### config.mk
export PLATFORM = sky130hd
export DESIGN_NAME = nvp_done_poller
export DESIGN_NICKNAME = d
export VERILOG_FILES = /design/src/rtl/nvp_pkg.sv /design/src/rtl/nvp_status_eval.sv /design/src/rtl/nvp_poll_tracker.sv /design/src/rtl/nvp_settle_timer.sv /design/src/rtl/nvp_done_poller.sv
export SDC_FILE = /design/constraint.sdc
export NUM_CORES = 1
export LEC_CHECK = 0
export BUFFER_PORTS_ARGS = -buffer_cell sky130_fd_sc_hd__buf_4
export CORE_MARGIN = 2
export CORE_UTILIZATION = 50
export DETAILED_ROUTE_END_ITERATION = 10
export GPL_TIMING_DRIVEN = 0
export PLACE_DENSITY = 0.77
export SYNTH_ARGS = -nofsm -noshare
export SYNTH_HDL_FRONTEND = slang
export SYNTH_SLANG_ARGS = --single-unit
### constraint.sdc
create_clock -name clk -period 2.5 [get_ports clk]
set_input_delay 0.75 -clock clk [delete_from_list [all_inputs] [get_ports clk]]
set_output_delay 0.75 -clock clk [all_outputs]
set_load 0.01 [all_outputs]
### src/rtl/nvp_pkg.sv
// Package: shared types for the write-completion poller.
// Assumes: nothing beyond SystemVerilog 2017 enum support.
package nvp_pkg;

    // Controller phases: status polling, settling, final full-byte read.
    typedef enum logic [2:0] {
        ST_IDLE   = 3'd0,
        ST_SREQ   = 3'd1,
        ST_SWAIT  = 3'd2,
        ST_SETTLE = 3'd3,
        ST_VREQ   = 3'd4,
        ST_VWAIT  = 3'd5
    } nvp_state_e;

    // Status method selection.
    typedef enum logic {
        MODE_COMPLEMENT = 1'b0,
        MODE_TOGGLE     = 1'b1
    } nvp_mode_e;

endpackage

### src/rtl/nvp_status_eval.sv
// Module: nvp_status_eval
// Judges one returned byte. looks_done says whether the status read looks
// complete under the selected method. byte_match says whether the whole byte
// equals the expected final value.
// Assumes: prev_bit/have_prev hold the toggle bit of the previous status read
// of the same operation; purely combinational.
module nvp_status_eval
    import nvp_pkg::*;
#(
    parameter int DATA_W     = 8,
    parameter int POLL_BIT   = DATA_W - 1,
    parameter int TOGGLE_BIT = DATA_W - 2
) (
    input  nvp_mode_e          mode,
    input  logic               erase,
    input  logic [DATA_W-1:0]  exp_data,
    input  logic [DATA_W-1:0]  rsp_data,
    input  logic               prev_bit,
    input  logic               have_prev,
    output logic               looks_done,
    output logic               byte_match
);

    logic [DATA_W-1:0] final_byte;
    logic              want_poll_bit;

    // Expected final byte: all ones after an erase, else the programmed byte.
    always_comb begin
        final_byte    = erase ? {DATA_W{1'b1}} : exp_data;
        want_poll_bit = final_byte[POLL_BIT];
    end

    // Status decision for the selected method.
    always_comb begin
        if (mode == MODE_TOGGLE) begin
            looks_done = have_prev && (rsp_data[TOGGLE_BIT] == prev_bit);
        end else begin
            looks_done = (rsp_data[POLL_BIT] == want_poll_bit);
        end
    end

    // Full-byte comparison used on the final read.
    always_comb begin
        byte_match = (rsp_data == final_byte);
    end

endmodule

### src/rtl/nvp_poll_tracker.sv
// Module: nvp_poll_tracker
// Counts status polls and the run of consecutive complete-looking reads.
// confirm_now fires on the read that completes the confirmation run.
// exhaust_now fires on the poll that reaches the limit without confirming.
// Assumes: step is high for exactly one cycle per status response; clear is
// high on the cycle a new operation is accepted.
module nvp_poll_tracker #(
    parameter int POLL_W     = 16,
    parameter int STREAK_TGT = 3
) (
    input  logic              clk,
    input  logic              rst_n,
    input  logic              clear,
    input  logic              step,
    input  logic              ok,
    input  logic [POLL_W-1:0] max_polls,
    output logic              confirm_now,
    output logic              exhaust_now
);

    localparam int STREAK_W = $clog2(STREAK_TGT + 1);
    localparam logic [STREAK_W-1:0] STREAK_LAST = STREAK_W'(STREAK_TGT - 1);

    logic [STREAK_W-1:0] streak_q;
    logic [POLL_W-1:0]   polls_q;
    logic [POLL_W:0]     polls_next;
    logic [POLL_W:0]     limit;

    // Effective limit (zero acts as one) and the poll number after this step.
    always_comb begin
        limit      = (max_polls == '0) ? (POLL_W + 1)'(1) : {1'b0, max_polls};
        polls_next = {1'b0, polls_q} + (POLL_W + 1)'(1);
    end

    // Decisions taken on the current status response.
    always_comb begin
        confirm_now = step && ok && (streak_q == STREAK_LAST);
        exhaust_now = step && !confirm_now && (polls_next >= limit);
    end

    // Run-length and poll counters.
    always_ff @(posedge clk) begin
        if (!rst_n || clear) begin
            streak_q <= '0;
            polls_q  <= '0;
        end else if (step) begin
            polls_q  <= polls_next[POLL_W-1:0];
            streak_q <= ok ? streak_q + STREAK_W'(1) : '0;
        end
    end

endmodule

### src/rtl/nvp_settle_timer.sv
// Module: nvp_settle_timer
// Counts the cycles spent in the settle phase. expired goes high in the
// cycle of the SETTLE_CYC-th consecutive cycle with run high.
// Assumes: SETTLE_CYC >= 1; run drops as soon as expired is seen.
module nvp_settle_timer #(
    parameter int SETTLE_CYC = 33
) (
    input  logic clk,
    input  logic rst_n,
    input  logic run,
    output logic expired
);

    localparam int CNT_W = (SETTLE_CYC < 2) ? 1 : $clog2(SETTLE_CYC);
    localparam logic [CNT_W-1:0] CNT_LAST = CNT_W'(SETTLE_CYC - 1);

    logic [CNT_W-1:0] cnt_q;

    // Terminal count reached while running.
    always_comb begin
        expired = run && (cnt_q == CNT_LAST);
    end

    // Counter that rests at zero whenever the settle phase is not active.
    always_ff @(posedge clk) begin
        if (!rst_n || !run || expired) begin
            cnt_q <= '0;
        end else begin
            cnt_q <= cnt_q + CNT_W'(1);
        end
    end

endmodule

### src/rtl/nvp_done_poller.sv
// Module: nvp_done_poller (top)
// Polls a nonvolatile memory location until its internal write finishes.
// Status reads are confirmed over a run of reads. After a settle interval,
// one last read checks the full byte. The result is a done or fail pulse.
// Assumes: the read port returns exactly one rd_rsp_valid strobe per accepted
// request, no earlier than the cycle after acceptance.
module nvp_done_poller
    import nvp_pkg::*;
#(
    parameter int ADDR_W        = 19,
    parameter int DATA_W        = 8,
    parameter int POLL_W        = 16,
    parameter int SETTLE_CYC    = 33,
    parameter int CONFIRM_READS = 2
) (
    input  logic              clk,
    input  logic              rst_n,
    input  logic              start,
    input  logic              mode_toggle,
    input  logic              is_erase,
    input  logic [ADDR_W-1:0] tgt_addr,
    input  logic [DATA_W-1:0] exp_data,
    input  logic [POLL_W-1:0] max_polls,
    output logic              busy,
    output logic              done,
    output logic              fail,
    output logic              rd_req_valid,
    input  logic              rd_req_ready,
    output logic [ADDR_W-1:0] rd_addr,
    input  logic              rd_rsp_valid,
    input  logic [DATA_W-1:0] rd_rsp_data
);

    localparam int STREAK_TGT = CONFIRM_READS + 1;
    localparam int TOGGLE_BIT = DATA_W - 2;

    nvp_state_e        state_q, state_d;
    logic [ADDR_W-1:0] addr_q;
    logic [DATA_W-1:0] exp_q;
    logic [POLL_W-1:0] maxp_q;
    nvp_mode_e         mode_q;
    logic              erase_q;
    logic              prev_bit_q;
    logic              have_prev_q;
    logic              done_q;
    logic              fail_q;

    logic start_acc;
    logic status_step;
    logic verify_step;
    logic looks_done;
    logic byte_match;
    logic confirm_now;
    logic exhaust_now;
    logic settle_run;
    logic settle_exp;

    // Strobes derived from the current phase.
    always_comb begin
        start_acc   = start && (state_q == ST_IDLE);
        status_step = (state_q == ST_SWAIT) && rd_rsp_valid;
        verify_step = (state_q == ST_VWAIT) && rd_rsp_valid;
        settle_run  = (state_q == ST_SETTLE);
    end

    nvp_status_eval #(
        .DATA_W     (DATA_W),
        .POLL_BIT   (DATA_W - 1),
        .TOGGLE_BIT (TOGGLE_BIT)
    ) u_eval (
        .mode       (mode_q),
        .erase      (erase_q),
        .exp_data   (exp_q),
        .rsp_data   (rd_rsp_data),
        .prev_bit   (prev_bit_q),
        .have_prev  (have_prev_q),
        .looks_done (looks_done),
        .byte_match (byte_match)
    );

    nvp_poll_tracker #(
        .POLL_W     (POLL_W),
        .STREAK_TGT (STREAK_TGT)
    ) u_track (
        .clk         (clk),
        .rst_n       (rst_n),
        .clear       (start_acc),
        .step        (status_step),
        .ok          (looks_done),
        .max_polls   (maxp_q),
        .confirm_now (confirm_now),
        .exhaust_now (exhaust_now)
    );

    nvp_settle_timer #(
        .SETTLE_CYC (SETTLE_CYC)
    ) u_settle (
        .clk     (clk),
        .rst_n   (rst_n),
        .run     (settle_run),
        .expired (settle_exp)
    );

    // Next-phase selection.
    always_comb begin
        state_d = state_q;
        unique case (state_q)
            ST_IDLE:   if (start_acc)    state_d = ST_SREQ;
            ST_SREQ:   if (rd_req_ready) state_d = ST_SWAIT;
            ST_SWAIT: begin
                if (rd_rsp_valid) begin
                    if (confirm_now)      state_d = ST_SETTLE;
                    else if (exhaust_now) state_d = ST_IDLE;
                    else                  state_d = ST_SREQ;
                end
            end
            ST_SETTLE: if (settle_exp)   state_d = ST_VREQ;
            ST_VREQ:   if (rd_req_ready) state_d = ST_VWAIT;
            ST_VWAIT:  if (rd_rsp_valid) state_d = ST_IDLE;
            default:                     state_d = ST_IDLE;
        endcase
    end

    // Phase register.
    always_ff @(posedge clk) begin
        if (!rst_n) state_q <= ST_IDLE;
        else        state_q <= state_d;
    end

    // Operation parameters captured at an accepted start.
    always_ff @(posedge clk) begin
        if (!rst_n) begin
            addr_q  <= '0;
            exp_q   <= '0;
            maxp_q  <= '0;
            mode_q  <= MODE_COMPLEMENT;
            erase_q <= 1'b0;
        end else if (start_acc) begin
            addr_q  <= tgt_addr;
            exp_q   <= exp_data;
            maxp_q  <= max_polls;
            mode_q  <= nvp_mode_e'(mode_toggle);
            erase_q <= is_erase;
        end
    end

    // Toggle-bit history of the previous status read.
    always_ff @(posedge clk) begin
        if (!rst_n || start_acc) begin
            prev_bit_q  <= 1'b0;
            have_prev_q <= 1'b0;
        end else if (status_step) begin
            prev_bit_q  <= rd_rsp_data[TOGGLE_BIT];
            have_prev_q <= 1'b1;
        end
    end

    // One-cycle outcome pulses.
    always_ff @(posedge clk) begin
        if (!rst_n) begin
            done_q <= 1'b0;
            fail_q <= 1'b0;
        end else begin
            done_q <= verify_step && byte_match;
            fail_q <= (verify_step && !byte_match) || exhaust_now;
        end
    end

    // Output drive.
    always_comb begin
        busy         = (state_q != ST_IDLE);
        done         = done_q;
        fail         = fail_q;
        rd_req_valid = (state_q == ST_SREQ) || (state_q == ST_VREQ);
        rd_addr      = addr_q;
    end

endmodule

==> results.md, run 1 <==
Synthesis:
- Summing the areas of all fa, ha and maj instances in the mapped netlist gives 6.36% of the synthesized area.
- The share of cell area taken by muxes after synthesis is 1.05%.
- The post-synthesis cell count is 487.
- The total of warnings raised by yosys is 0.
- After synthesis, the share of flip-flops with an asynchronous set or reset is 0%.
- The main combinational cell family by area after synthesis is simple AND/OR/NAND/NOR gates.
- The mean cell area of the mapped netlist is 8.09 sq um.
- Summing the sequential cell areas from Yosys gives 38.6% of the chip area.
- The synthesized design contains 0 enable-type register cells.
- The synthesized netlist devotes 8.23% of its cell area to XOR and XNOR gates.
- Summing every instance area after synthesis gives 3940 sq um.
- The main flop type after synthesis is dfxtp_1.
- The synthesized netlist net count is 565.
- The synthesized netlist contains 49 unique library cells.
- Summing the areas of all compound-gate instances in the mapped netlist gives 16.4% of the synthesized area.
- After Yosys synthesis, and, or, nand and nor cells account for 24.1% of the synthesized area.
- The synthesis-stage register bit count is 76.

Global routing:
- The first global-routing pass estimated 16,400 um of wire.
- For this run the aggregate overflow at the end of global routing stands at 0.
- The via count of the first global-routing pass is 3,651.
- Entering global routing, the biggest net connects 14 pins.
- The initial antenna violation count is 0.
- The overall track demand over capacity in global routing is 23.9%.

Floorplanning:
- The floorplan step set the die width to 92.7 um.
- The chip height is 92.7 um.
- The die covers 8600 sq um.
- The initial cell density of the core is 51.2%.
- The placeable core area is 7690 sq um.
- The number of core rows is 32.
- The top-level port count is 81.

Clock tree:
- No sink is reached through more buffers than the 2 on the longest clock path.
- The tree is rooted in a clkbuf_8.
- The clock net in this run drives a total of 76 sinks.
- The clock tree from TritonCTS is done.
- The clock latency at the later pin of the worst-skew pair is 0.35 ns.
- The number of clock buffers added by TritonCTS is 9.
- Clock-pin slew was measured on the worst setup and hold paths at 0.08 ns.
- The clock tree synthesis step divided the H-tree into 3 levels.

Power:
- The proportion of power drawn by combinational gates is 30.8%.
- IR analysis of the VDD net gives a maximum drop of 0.701 mV.
- The cell internal power dissipation is 2.51 mW.
- The analysis attributes to net switching a power of 1.24 mW.
- The clock share of power is 30.0%.
- For this design the ratio of total power to cell area is 718 nW/um^2.
- Of the total power, registers draw 39.1%.
- Of the total power, the share spent switching nets is 33.1%.
- The design draws 3.75 mW.
- Summed over all cells, the static leakage comes to 2.19 nW.

STA:
- Setup repair after global routing could not meet its margin everywhere.
- The shortest period the worst path allows is 2.79 ns.
- The hold violation count in the final report was 0.
- The total count of max-transition violations in the final report is 0.
- The worst slew margin relative to its limit is 62.8%.
- The slack of the critical path is -0.292 ns.
- The clock skew after layout is 0.0128 ns.
- Dividing the final minimum period by the clock period gives 112%.
- Setup violations remaining at the end of the flow were counted as 2.
- The worst-margin pin slew is 0.557 ns.
- The sum of negative setup slack is -0.460 ns.
- Static timing analysis puts the maximum clock frequency at 358 MHz.

Detailed routing:
- The routed via count divided by cell count is 5.28.
- The initial DRC count is 195.
- The number of design rule violations left after detail routing is 0.
- The count of antenna-violating nets left after detailed routing is 0.
- The pre-antenna-repair detailed-routing pass consisted of 4 iterations.
- For this block, the routed nets add up to 10,400 um of wire.
- The routed via count is 3,728.
- The average routed wire per standard cell is 14.7 um.

Worst hold path:
- The startpoint identified for the worst hold timing path is rd_addr[2].
- The path with the worst hold slack has its endpoint at rd_addr[2].
- The worst hold path passes through 2 cells.
- The type of the tightest min-delay check is register to register.

Layout:
- The post-synthesis to final-layout area growth is 32.7%.
- Excluding fillers, the count of instances in the completed layout stands at 706.
- The share of post-route cells with drive strength above 1 is 27.0%.
- At the end of the flow the core is filled with cells to 68.0%.
- In the final design database the tool counted 678 nets.
- The total of fill cells in the finished design is 643.
- The number of diodes is 0.

Status:
- The run finished, with violations left.
- The final reports fail on setup timing.

Setup path:
- For flop-to-flop paths, the worst setup slack is -0.29 ns.
- The logic depth of the worst register-to-register path is 12.
- At the worst endpoint, the required time is 2.71 ns.
- Of all nets on the critical path, the largest fanout is 6.
- The worst register-to-register path ends at state_q[0].
- The kind of critical path is register to register.
- The launching element type of the critical path is a register.
- At the worst endpoint, the arrival time is 3.00 ns.
- The worst register-to-register path begins at u_track.polls_q[7].
- The worst setup path is captured at a register.

Flow run:
- Across the run, the number of max-cap violations was 0.

Placed design:
- The number of buffer cells added on primary ports is 79.
- The total half-perimeter wirelength after legalization and detailed placement is 6870 um.
- The number of placed instances, taps included, is 668.
- The worst slack at placement is -0.495 ns.
- The placer congestion estimate is 0.898.
-- through the flow --
step / cell area (sq um) / hold WS (ns)
3_5_place_dp: 4680 / 0.452
6_report: 5230 / 0.457
4_1_cts: 5080 / 0.463
5_1_grt: 5230 / 0.481
2_1_floorplan: 3960 / 0.427
3_3_place_gp: 4680 / 0.437
-- metal layers --
metal | share of wire [%] | track usage (%)
met5 | 0 | 0
met4 | 2.1 | 9.68
met3 | 5.7 | 4.48
met2 | 50 | 40.8
met1 | 42 | 29.7
-- synthesized netlist by cell type, types with 2 or more instances --
library cell    n  area share, %
nor3_1          7           0.89
and3_1          3           0.48
xor2_1         20            4.4
a21boi_0       40            7.6
nor2_1         31            3.0
dfxtp_1        76             39
nand2_1       117             11
or3_1           5           0.79
a21boi_1        5           0.95
ha_1           20            6.4
nand3_1        15            1.9
a2bb2oi_1       2           0.44
nor4_1          8            1.3
nor2b_1         3           0.48
clkbuf_1       12            1.1
a211oi_1        5           0.95
a21oi_1        12            1.5
a41oi_1         2           0.44
nand4_1         5           0.79
o22ai_1         2           0.32
mux2i_1         3           0.76
xnor2_1        17            3.8
inv_1          25            2.4
o21ai_0        14            1.8
buf_2          10            1.3
buf_4           2           0.38
a311oi_1        2           0.44
and2_1          3           0.48
-- cell usage in the layout (no fill, tap or decap), types with 9 or more instances in the layout --
| master | Yosys | routed |
|---|---|---|
| a21boi_0 | 40 | 40 |
| a21oi_1 | 12 | 12 |
| buf_2 | 10 | 9 |
| buf_4 | 2 | 102 |
| clkbuf_1 | 12 | 12 |
| clkbuf_8 | 0 | 9 |
| dfxtp_1 | 76 | 68 |
| ha_1 | 20 | 19 |
| inv_1 | 25 | 25 |
| nand2_1 | 117 | 113 |
| nand3_1 | 15 | 12 |
| nor2_1 | 31 | 31 |
| o21ai_0 | 14 | 14 |
| xnor2_1 | 17 | 13 |
| xor2_1 | 20 | 20 |
-- registers in the layout (all words and copies together), names as in the netlist, 2 cells and up --
| name | cells |
|---|---|
| state_q | 3 |
| rd_addr | 19 |
| u_settle.cnt_q | 6 |
| exp_q | 8 |
| u_track.polls_q | 16 |
| u_track.streak_q | 2 |
| maxp_q | 16 |
-- critical path: stages, from the launching register on --
cell and delay, ns:
dfxtp_2 0.38, nand2_1 0.10, nor4_4 0.26, buf_4 0.17, buf_12 0.11, nand2_2 0.07, xnor2_2 0.14, ha_1 0.31
nand3_2 0.12, nor4_2 0.25, o211ai_1 0.17, a311oi_2 0.37, o221ai_1 0.18
-- how the worst max path moves through the flow --
stage | from | cells past startpoint | slack (ns) | to
floorplan | u_track.polls_q[0] | 10 | 0.03 | state_q[0]
global placement | u_track.polls_q[0] | 10 | -0.49 | state_q[0]
detailed placement | u_track.polls_q[0] | 11 | -0.49 | state_q[0]
CTS | u_track.polls_q[0] | 12 | -0.19 | state_q[0]
global route | u_track.polls_q[4] | 10 | -0.35 | state_q[0]
finish | u_track.polls_q[7] | 12 | -0.29 | state_q[0]
-- cells by family after synthesis --
| logic type | Yosys count |
|---|---|
| multiplexers | 4 |
| AO/OA/AOI/OAI | 93 |
| flip-flops | 76 |
| XOR/XNOR | 37 |
| AND/OR/NAND/NOR | 208 |
| buffers and inverters | 49 |
| adder cells (fa/ha/maj) | 20 |
-- area by class of cell --
| type | count | area [sq um] | share of cell area (%) |
|---|---|---|---|
| multi-input cells | 362 | 2320 | 44.5 |
| flip-flops and latches | 76 | 1550 | 29.6 |
| plain buffers | 24 | 113 | 2.15 |
| well taps | 102 | 128 | 2.44 |
| repair buffers | 102 | 782 | 15.0 |
| clock buffers | 9 | 124 | 2.37 |
| clock inverters | 6 | 114 | 2.18 |
| inverters | 25 | 93.8 | 1.80 |
-- power by group through the flow --
stage                     clock network, mW  registers [mW]  logic, mW
final                                  1.13            1.47       1.16
after global routing                   1.20            1.49       1.29
after CTS                              1.14            1.47       1.15
after detailed placement                  0            1.50       1.12
after global placement                    0            1.49       1.08
after floorplan                           0            1.50      0.705
-- timing repair --
item	4_1_cts	5_1_grt
gates resized for setup	14	20
pin swaps	12	17
hold buffers	0	0
cloned	0	0
endpoints found under the setup margin	2	2
buffers inserted	14	9
Note: power is estimated with default switching activity, not from simulation.
==> run 2, diff against run 1 <==
--- a/config.mk
+++ b/config.mk
@@ -11,6 +11,7 @@
 export DETAILED_ROUTE_END_ITERATION = 10
 export GPL_TIMING_DRIVEN = 0
 export PLACE_DENSITY = 0.77
+export RECOVER_POWER = 50
 export SYNTH_ARGS = -nofsm -noshare
 export SYNTH_HDL_FRONTEND = slang
 export SYNTH_SLANG_ARGS = --single-unit
==> run 2 against run 1 <==
Net effect: wire length rose by 0.19%; the flow still finishes with violations (setup timing); critical endpoint unchanged; worst hold slack better by 0.0059 ns; final area is 1.7% lower; critical path type unchanged.
==> results.md, run 2 (same netlist as run 1, synthesis figures left out) <==
Layout:
- The post-route cell area is 5140 sq um.
- The top cell types in the final layout, fill and taps aside, are 113 x nand2_1, 81 x buf_4, 68 x dfxtp_1.
- The area growth from synthesis to layout is 30.5%.
- The share of post-route cells with drive strength above 1 is 22.4%.
- The number of flip-flops in the largest register is 19.
- The library cell used most frequently in the layout, excluding fill and tap cells, is nand2_1.
- The post-layout net count is 678.
- The number of diodes is 0.

Setup path:
- The combined buffer and inverter count along the critical path is 2.
- The number of stages on the worst setup path is 12.
- Data arrives at the worst endpoint at 3.02 ns.
- The reg-to-reg startpoint is u_track.polls_q[7].
- The kind of critical path is register to register.
- Data on the critical path is required at its endpoint by 2.70 ns.
- The critical path ends at state_q[0].
- Walking the worst path, the cells encountered are nand2_1 > nor4_4 > buf_4 > buf_12 > nand2_2 > xnor2_2 > ha_1 > nand3_2 > nor4_2 > o211ai_1 > a311oi_2 > o221ai_1.
- The slack of the worst reg-to-reg path is -0.32 ns.
- The timing startpoint of the critical path is u_track.polls_q[7].
- Along the worst path, the maximum fanout reaches 6.
- The logic depth of the worst register-to-register path is 12.
- The reg-to-reg endpoint is state_q[0].
- The launching element type of the critical path is a register.
- Among cell families on the critical path, the largest total delay comes from simple AND/OR/NAND/NOR gates.
- The worst setup path is captured at a register.
- The largest individual stage delay along the critical path comes from the cell dfxtp_2.
- The largest incremental delay on the critical path is 0.38 ns.

Detailed routing:
- Across all layers, the routed design uses 3,742 vias.
- The first routing iteration left 176 violations.
- The number of design rule violations left after detail routing is 0.
- The average routed wire per standard cell is 14.7 um.
- The count of TritonRoute iterations in the first routing pass is 4.
- The count of antenna-violating nets left after detailed routing is 0.
- For this block, the routed nets add up to 10,400 um of wire.
- The routed via count divided by cell count is 5.30.

Clock tree:
- After clock tree synthesis, the flow added hold-fix buffers numbering 0.
- The clock latency at the later pin of the worst-skew pair is 0.35 ns.
- Buffers inserted during clock tree synthesis total 9.
- The buffer type at the clock tree root is clkbuf_8.
- The H-tree was split into 3 levels.
- TritonCTS built the clock tree.
- The clock slew at the register clock pins of the worst setup and hold paths is 0.08 ns.
- The total clock sinks is 76.
- No sink is reached through more buffers than the 2 on the longest clock path.

STA:
- For the final routed database, the setup TNS stands at -0.498 ns.
- The slack of the critical path is -0.316 ns.
- The shortest period the worst path allows is 2.82 ns.
- Derived from the worst setup path, the maximum achievable clock frequency is 355 MHz.
- The final setup violation count is 2.
- The clock skew after layout is 0.0123 ns.
- The hold violation count in the final report is 0.
- The worst-margin pin slew is 0.569 ns.
- The total count of max-transition violations in the final report is 0.
- The final period utilization is 113%.
- Setup repair after global routing could not meet its margin everywhere.
- The worst pin sits at a relative slew slack of 62.1%.

Status:
- The flow ran to the end, but the final reports show violations.
- The checks that failed: setup timing.

Worst hold path:
- The type of the tightest min-delay check is register to register.

Placed design:
- The number of buffer cells added on primary ports is 79.
- The worst slack at placement is -0.495 ns.
- In this run the cell area measured after placement is 4680 sq um.
- Routability-driven placement finished with a final weighted congestion of 0.898.
- The total half-perimeter wirelength after legalization and detailed placement is 6870 um.

Power:
- The cell internal power dissipation is 2.45 mW.
- The net switching power of the design is 1.24 mW.
- The worst-case IR drop observed on VDD is 0.698 mV.
- The share of total power consumed by net switching is 33.5%.
- The proportion of power drawn by combinational gates is 29.9%.
- The leakage power is 2.07 nW.
- The power per cell area is 719 nW/um^2.
- The fraction of power consumed by sequential logic is 39.7%.
- The clock share of power is 30.4%.

Floorplanning:
- The number of core rows is 32.
- The chip height is 92.7 um.
- In this run the horizontal extent of the chip is 92.7 um.
- The top-level port count is 81.
- The die covers 8600 sq um.
- Once the floorplan was initialized, standard cells occupied 51.2% of the core.
- The placeable core area is 7690 sq um.

Global routing:
- Across every metal layer, demand over resource in global routing totals 23.9%.
- The via count of the first global-routing pass is 3,651.
- Entering global routing, the biggest net connects 14 pins.
- The total congestion overflow after global routing is 0.
- The initial antenna violation count is 0.
- The first global-routing pass estimated 16,400 um of wire.

Flow run:
- The tool flagged a number of max-cap violations equal to 0.
[run 2: timing repair]
item	CTS	global route
endpoints found under the setup margin	2	2
pin swaps	12	17
hold endpoints to repair	0	0
resized for setup	14	20
buffers inserted	14	9
[run 2: worst min-delay path by stage]
stage,endpoint,startpoint,slack [ns],cells after the start
after floorplan,have_prev_q,have_prev_q,0.43,2
after global placement,have_prev_q,have_prev_q,0.44,2
after detailed placement,rd_addr[2],rd_addr[2],0.45,2
after CTS,rd_addr[2],rd_addr[2],0.46,2
after global routing,rd_addr[18],rd_addr[18],0.48,2
final,rd_addr[18],rd_addr[18],0.46,2
[run 2: through the flow]
step                      power [mW]  std cells  util [%]  hold slack [ns]
after floorplan                 2.20        487         -            0.427
after detailed placement        2.62        668      60.9            0.452
final                           3.69        706      66.8            0.463
after CTS                       3.75        697      66.0            0.463
after global placement          2.57        668      60.9            0.437
after global routing            3.92        706      66.8            0.478
[run 2: area by class of cell]
type / count / area [sq um]
buffer: 24 / 104
clock buffer: 9 / 124
clock inverter: 6 / 114
fill: 666 / 2550
inverter: 25 / 93.8
multi-input combinational: 362 / 2320
sequential: 76 / 1550
tap: 102 / 128
timing repair buffer: 102 / 703
[run 2: worst reg2reg max path: stages, from the launching register on]
cell and delay [ns]:
dfxtp_2 0.38, nand2_1 0.11, nor4_4 0.26, buf_4 0.17, buf_12 0.11, nand2_2 0.07, xnor2_2 0.14, ha_1 0.31
nand3_2 0.12, nor4_2 0.25, o211ai_1 0.17, a311oi_2 0.38, o221ai_1 0.19
[run 2: layer usage]
metal	track usage (%)	up-vias	part of all wire (%)
li1	-	1871	-
met1	29.7	1736	42
met2	40.8	112	50
met3	4.48	23	5.2
met4	9.68	0	2.6
met5	0	-	0
[run 2: power groups by stage]
stage               Sequential, mW  Clock, mW  Combinational (mW)
CTS                           1.47       1.14                1.15
global placement              1.49          0                1.08
global route                  1.49       1.20                1.23
finish                        1.47       1.12                1.10
floorplan                     1.50          0               0.705
detailed placement            1.50          0                1.12
